==> config.mk <==
export PLATFORM = sky130hd
export DESIGN_NAME = rm_pwm_timer
export DESIGN_NICKNAME = d
export VERILOG_FILES = /design/src/rtl/pwm_tmr_pkg.sv /design/src/rtl/pwm_tmr_regs.sv /design/src/rtl/pwm_tmr_counter.sv /design/src/rtl/pwm_tmr_fsm.sv /design/src/rtl/rm_pwm_timer.sv
export SDC_FILE = /design/constraint.sdc
export NUM_CORES = 1
export LEC_CHECK = 0
export BUFFER_PORTS_ARGS = -buffer_cell sky130_fd_sc_hd__buf_2
export CORE_MARGIN = 2
export CORE_UTILIZATION = 35
export CTS_CLUSTER_SIZE = 12
export DETAILED_ROUTE_END_ITERATION = 6
export PLACE_DENSITY_LB_ADDON = 0.05
export SYNTH_ARGS = -nofsm -noshare
export SYNTH_HDL_FRONTEND = slang
export SYNTH_HIERARCHICAL = 1
export SYNTH_SLANG_ARGS = --single-unit
export TNS_END_PERCENT = 10
==> constraint.sdc <==
create_clock -name clk -period 4.4 [get_ports clk]
set_input_delay 0.44 -clock clk [delete_from_list [all_inputs] [get_ports clk]]
set_output_delay 0.44 -clock clk [all_outputs]
set_load 0.005 [all_outputs]
==> src/rtl/pwm_tmr_pkg.sv <==
package pwm_tmr_pkg;

    typedef enum logic [1:0] {
        ST_IDLE   = 2'd0,
        ST_RUN_LO = 2'd1,
        ST_RUN_HI = 2'd2
    } tmr_state_e;

    localparam logic [1:0] ADDR_CTRL  = 2'd0;
    localparam logic [1:0] ADDR_COUNT = 2'd1;
    localparam logic [1:0] ADDR_LOAD  = 2'd2;
    localparam logic [1:0] ADDR_MATCH = 2'd3;

    localparam int CTRL_RUN_BIT = 0;
    localparam int CTRL_POL_BIT = 1;

endpackage

==> src/rtl/pwm_tmr_regs.sv <==
module pwm_tmr_regs
    import pwm_tmr_pkg::*;
#(
    parameter int W = 32
) (
    input  logic         clk,
    input  logic         rst_n,
    input  logic         wr_en,
    input  logic [1:0]   wr_addr,
    input  logic [W-1:0] wr_data,
    input  logic         is_idle,
    output logic [W-1:0] load_q,
    output logic [W-1:0] match_q,
    output logic         pol_q
);

    // Load and match are live: a write lands on the next edge, running or not.
    always_ff @(posedge clk or negedge rst_n) begin
        if (!rst_n) begin
            load_q  <= '0;
            match_q <= '0;
        end else if (wr_en) begin
            if (wr_addr == ADDR_LOAD)  load_q  <= wr_data;
            if (wr_addr == ADDR_MATCH) match_q <= wr_data;
        end
    end

    // Polarity is a locked control field: only taken while stopped.
    always_ff @(posedge clk or negedge rst_n) begin
        if (!rst_n)
            pol_q <= 1'b0;
        else if (wr_en && wr_addr == ADDR_CTRL && is_idle)
            pol_q <= wr_data[CTRL_POL_BIT];
    end

endmodule

==> src/rtl/pwm_tmr_counter.sv <==
module pwm_tmr_counter #(
    parameter int W = 32
) (
    input  logic         clk,
    input  logic         rst_n,
    input  logic         running,
    input  logic         cnt_wr,
    input  logic [W-1:0] wr_data,
    input  logic [W-1:0] load_q,
    output logic [W-1:0] cnt_q,
    output logic         at_top
);

    localparam logic [W-1:0] CNT_TOP = {W{1'b1}};
    localparam logic [W-1:0] CNT_ONE = W'(1);

    assign at_top = (cnt_q == CNT_TOP);

    // Software write beats reload and increment; stopped means hold.
    always_ff @(posedge clk or negedge rst_n) begin
        if (!rst_n)
            cnt_q <= '0;
        else if (cnt_wr)
            cnt_q <= wr_data;
        else if (running) begin
            if (at_top)
                cnt_q <= load_q;
            else
                cnt_q <= cnt_q + CNT_ONE;
        end
    end

endmodule

==> src/rtl/pwm_tmr_fsm.sv <==
module pwm_tmr_fsm
    import pwm_tmr_pkg::*;
(
    input  logic       clk,
    input  logic       rst_n,
    input  logic       start_req,
    input  logic       stop_req,
    input  logic       at_top,
    input  logic       at_match,
    input  logic       cnt_wr,
    input  logic       pol_q,
    output tmr_state_e state_q,
    output logic       pwm_o,
    output logic       active_o
);

    tmr_state_e state_d;
    logic       ovf_ev;
    logic       hit_ev;

    // A count write in the same clock suppresses both events.
    assign ovf_ev = at_top   && !cnt_wr;
    assign hit_ev = at_match && !cnt_wr;

    always_comb begin
        state_d = state_q;
        unique case (state_q)
            ST_IDLE: begin
                if (start_req) state_d = ST_RUN_LO;          // start
            end
            ST_RUN_LO: begin
                if (stop_req)    state_d = ST_IDLE;          // stop
                else if (ovf_ev) state_d = ST_RUN_HI;        // rise
            end
            ST_RUN_HI: begin
                if (stop_req)    state_d = ST_IDLE;          // stop
                else if (ovf_ev) state_d = ST_RUN_HI;        // reload wins
                else if (hit_ev) state_d = ST_RUN_LO;        // fall
            end
            default: state_d = ST_IDLE;
        endcase
    end

    always_ff @(posedge clk or negedge rst_n) begin
        if (!rst_n) state_q <= ST_IDLE;
        else        state_q <= state_d;
    end

    always_comb begin
        active_o = (state_q != ST_IDLE);
        pwm_o    = pol_q ^ (state_q == ST_RUN_HI);
    end

endmodule

==> src/rtl/rm_pwm_timer.sv <==
module rm_pwm_timer
    import pwm_tmr_pkg::*;
#(
    parameter int W = 32
) (
    input  logic         clk,
    input  logic         rst_n,
    input  logic         wr_en,
    input  logic [1:0]   wr_addr,
    input  logic [W-1:0] wr_data,
    output logic         pwm_o,
    output logic         active_o,
    output logic [W-1:0] count_o
);

    tmr_state_e   state_q;
    logic [W-1:0] load_q;
    logic [W-1:0] match_q;
    logic [W-1:0] cnt_q;
    logic         pol_q;
    logic         at_top;
    logic         at_match;
    logic         is_idle;
    logic         ctrl_wr;
    logic         cnt_wr;
    logic         start_req;
    logic         stop_req;

    assign is_idle   = (state_q == ST_IDLE);
    assign ctrl_wr   = wr_en && (wr_addr == ADDR_CTRL);
    assign cnt_wr    = wr_en && (wr_addr == ADDR_COUNT);
    assign start_req = ctrl_wr &&  wr_data[CTRL_RUN_BIT];
    assign stop_req  = ctrl_wr && !wr_data[CTRL_RUN_BIT];
    assign at_match  = (cnt_q == match_q);
    assign count_o   = cnt_q;

    pwm_tmr_regs #(.W(W)) u_regs (
        .clk     (clk),
        .rst_n   (rst_n),
        .wr_en   (wr_en),
        .wr_addr (wr_addr),
        .wr_data (wr_data),
        .is_idle (is_idle),
        .load_q  (load_q),
        .match_q (match_q),
        .pol_q   (pol_q)
    );

    pwm_tmr_counter #(.W(W)) u_cnt (
        .clk     (clk),
        .rst_n   (rst_n),
        .running (!is_idle),
        .cnt_wr  (cnt_wr),
        .wr_data (wr_data),
        .load_q  (load_q),
        .cnt_q   (cnt_q),
        .at_top  (at_top)
    );

    pwm_tmr_fsm u_fsm (
        .clk       (clk),
        .rst_n     (rst_n),
        .start_req (start_req),
        .stop_req  (stop_req),
        .at_top    (at_top),
        .at_match  (at_match),
        .cnt_wr    (cnt_wr),
        .pol_q     (pol_q),
        .state_q   (state_q),
        .pwm_o     (pwm_o),
        .active_o  (active_o)
    );

endmodule

==> parameters.txt <==
Parameter                              Value

Clock tree
  Clock Path Buffers    2
  Count of instances resized after the clock tree is built    0
  Quantity of hold-fixing buffers added after cts    0
  Cell at the root of the clock tree    clkbuf_16
  Setup Buffers After CTS    0
  Worst-skew pair later-pin latency    between 300 and 400 ps
  Clock-pin slew reported for the worst setup and hold paths after clock tree synthesis    roughly 70 ps
  Clock tree from TritonCTS    yes
  Total number of clock tree sinks    99
  Number of clock buffers inserted by TritonCTS    9
  H-tree levels    3

Timing
  PnR worst setup slack    1688 ps
  Unrepaired setup endpoints after global routing    false
  Largest clock skew in the final design    ~6.6 ps
  Final period demand of the worst path    between 2000 and 3000 ps
  Max Fclk    approximately 370 MHz
  Worst rel slew slack    34.78%
  Final count of hold timing violations    0
  Setup TNS    0 ps
  Final setup violation count    0
  Final cycle utilization of the critical path    61.63%
  Transition at the pin with the smallest max-transition slack    between 900 and 1000 ps
  Final-report max-slew violation count    0

Critical path
  Critical path data arrival time    ~3000 ps
  Crit-path leading delay family    simple AND/OR/NAND/NOR gates
  Number of buffers and inverters on the critical path    0
  Launching element type of the critical path    flop
  Element type at the critical path end    flop
  Type of the setup path with the least slack    flop to flop
  Largest driver fanout on the critical path    16
  Crit path max-delay cell type    and4_1
  WP data required    about 4700 ps
  Worst path max stage delay    840 ps
  Cells along the critical path    ha_1 > and4_1 > and4_1 > a21oi_1 > a211oi_1 > a21o_1
  Cell with the most instances on the worst path    and4_1

Drt
  Post-DR wirelength/cell    20.63 um
  Vias per inst    5.311
  Final routed DRC violation total    0
  Pre-antenna DRT Iters    4
  Via Count    about 4100
  Detailed Route WL    between 15000 and 20000 um
  Initial drt markers    279
  Antenna-violating nets left    0

Floorplan
  Floorplan die area    about 17000 um2
  Height of the die    around 130 um
  Row Count    45
  Initial core utilization    between 30% and 40%
  Total I/O pin count    between 70 and 80
  Die Span X    129.0 um
  Placeable core region    15260 um2

Run status
  Result of the run    completed

Global route
  Global routing usage summed across all routing layers    20.18%
  Number of global-route vias before repair    ~4100
  Pin count of the biggest net entering global routing    69
  Congestion Overflow GR    0
  Initial antenna violation count    0
  Global-route wire length before repair    25010 um

Run
  Count of max-cap constraint violations    0

Pwr
  Cell area power density    540.6 nW/um2
  Worst supply voltage drop on vdd    204.1 uV
  Leak    2.862 nW

Cells and area
  Top library cells by usage in the layout, fill and taps aside    dfrtp_1 (99), buf_2 (69), xor2_1 (38)
  Share of cells above drive strength 1    25.45%
  Number of nets in the finished design    587
  Multi-input logic area    2828 um2
  Commonest non-fill, non-tap cell in the layout    dfrtp_1
  Layout area overhead    16.05%
  Area used by sequential logic in the layout    2477 um2
  Filler cell count in the final layout    roughly 1500
  Number of antenna cells inserted    0

Place
  Setup slack at placement    1686 ps
  Post-DP HPWL    between 10000 and 15000 um
  Count of buffers inserted at the top-level ports    70
  GP Congestion    0.7786

Logic synthesis
  Number of synthesized flops with an enable pin    0
  Syn Std Cell Area    5473 um2
  Async set-or-reset flop fraction in the synthesized netlist    100.0%
  Post-synthesis sequential element count    just under 100
  Synthesized instance count    488
  Primary flip-flop cell chosen by synthesis mapping    dfrtp_1
  Syn_nets    526
  Seq/Total Area, Yosys    between 40% and 50%
  Ys Warns    6
  Mean instance size in the synthesized netlist    approximately 11 um2
  Distinct cell type count after synthesis    54

Hold path
  Worst hold path type    input port to async pin
==> logic make-up after synthesis <==
kind of cell | Yosys count | synth area share, %
AO/OA/AOI/OAI | 90 | 9.191
flip-flops | 99 | 45.27
XOR/XNOR | 51 | 8.162
multiplexers | 77 | 17.67
adder cells (fa/ha/maj) | 1 | 0.2286
buffers and inverters | 31 | 3.086
AND/OR/NAND/NOR | 139 | 16.39
==> where the power goes <==
part	internal [mW]	total (mW)	switching, mW
logic	0.477	0.981	0.503
registers	1.14	1.46	0.322
clock network	0.616	0.989	0.373
==> per-layer routing <==
layer / global-route usage (%) / up-vias / routed length [um]
li1: - / 1897 / -
met1: 28.70 / 2064 / 7535
met2: 32.12 / 88 / 7402
met3: 3.509 / 14 / 673
met4: 5.115 / 0 / 172
met5: 0 / - / 0
==> cell type report <==
type / count / share of cell area, %
multi-input cells: 358 / 44.52
flip-flops and latches: 99 / 39.01
inverters: 5 / 0.2955
repair buffers: 76 / 6.265
clock inverters: 6 / 2.147
well taps: 211 / 4.157
clock buffers: 10 / 3.605
==> state kept, by name (all words and copies together), names as in the netlist <==
signal / flops
u_fsm/state_q: 2
u_regs/match_q: 32
u_cnt/cnt_q: 32
u_regs/load_q: 32
u_regs/pol_q: 1
==> synthesized netlist by cell type, drive strengths merged, types with 2 or more instances <==
library cell	count	area [um2]
a31oi	7	43.79
mux2	67	867.1
nor4	10	77.57
nor3b	21	157.7
and4	6	52.55
a21oi	37	185.2
nand4	15	138.9
dfrtp	99	2477
nor2b	2	12.51
mux2i	10	100.1
or2	2	12.51
nand2	24	90.09
clkbuf	12	45.04
and3	9	57.56
buf	14	105.1
nand3	15	92.59
and2	2	12.51
and2b	2	15.01
inv	4	15.01
nor4b	2	17.52
xnor2	13	113.9
o21ai	34	170.2
nor4bb	2	20.02
nor2	16	60.06
a211oi	3	22.52
nor3	6	30.03
xor2	38	332.8
==> per-stage QoR <==
step / cell area (um2) / total power [mW] / hold slack (ps) / std cells / util [%]
finish: 6351 / 3.433 / 197.7 / 765 / 41.62
global route: 6351 / 3.656 / 279.8 / 765 / 41.62
CTS: 6351 / 3.485 / 248.1 / 765 / 41.62
detailed placement: 5986 / 2.477 / 482.5 / 749 / 39.23
global placement: 5986 / 2.458 / 475.2 / 749 / 39.23
floorplan: 5473 / 2.009 / 144.4 / 488 / -
==> final timing paths <==
check / start / endpoint / slack, ps / depth (start not counted)
worst max-delay path: u_cnt/cnt_q[0] / u_cnt/cnt_q[16] / 1690 / 6
worst min-delay path: rst_n / u_regs/match_q[24] / 200 / 1
worst max register to register: u_cnt/cnt_q[0] / u_cnt/cnt_q[16] / 1690 / 6
worst min register to register: u_regs/load_q[3] / u_regs/load_q[3] / 490 / 1
max in group asynchronous: rst_n / u_cnt/cnt_q[10] / 3220 / 2
min in group clk: wr_data[30] / u_cnt/cnt_q[30] / 330 / 3
Note: power is estimated with default switching activity, not from simulation.
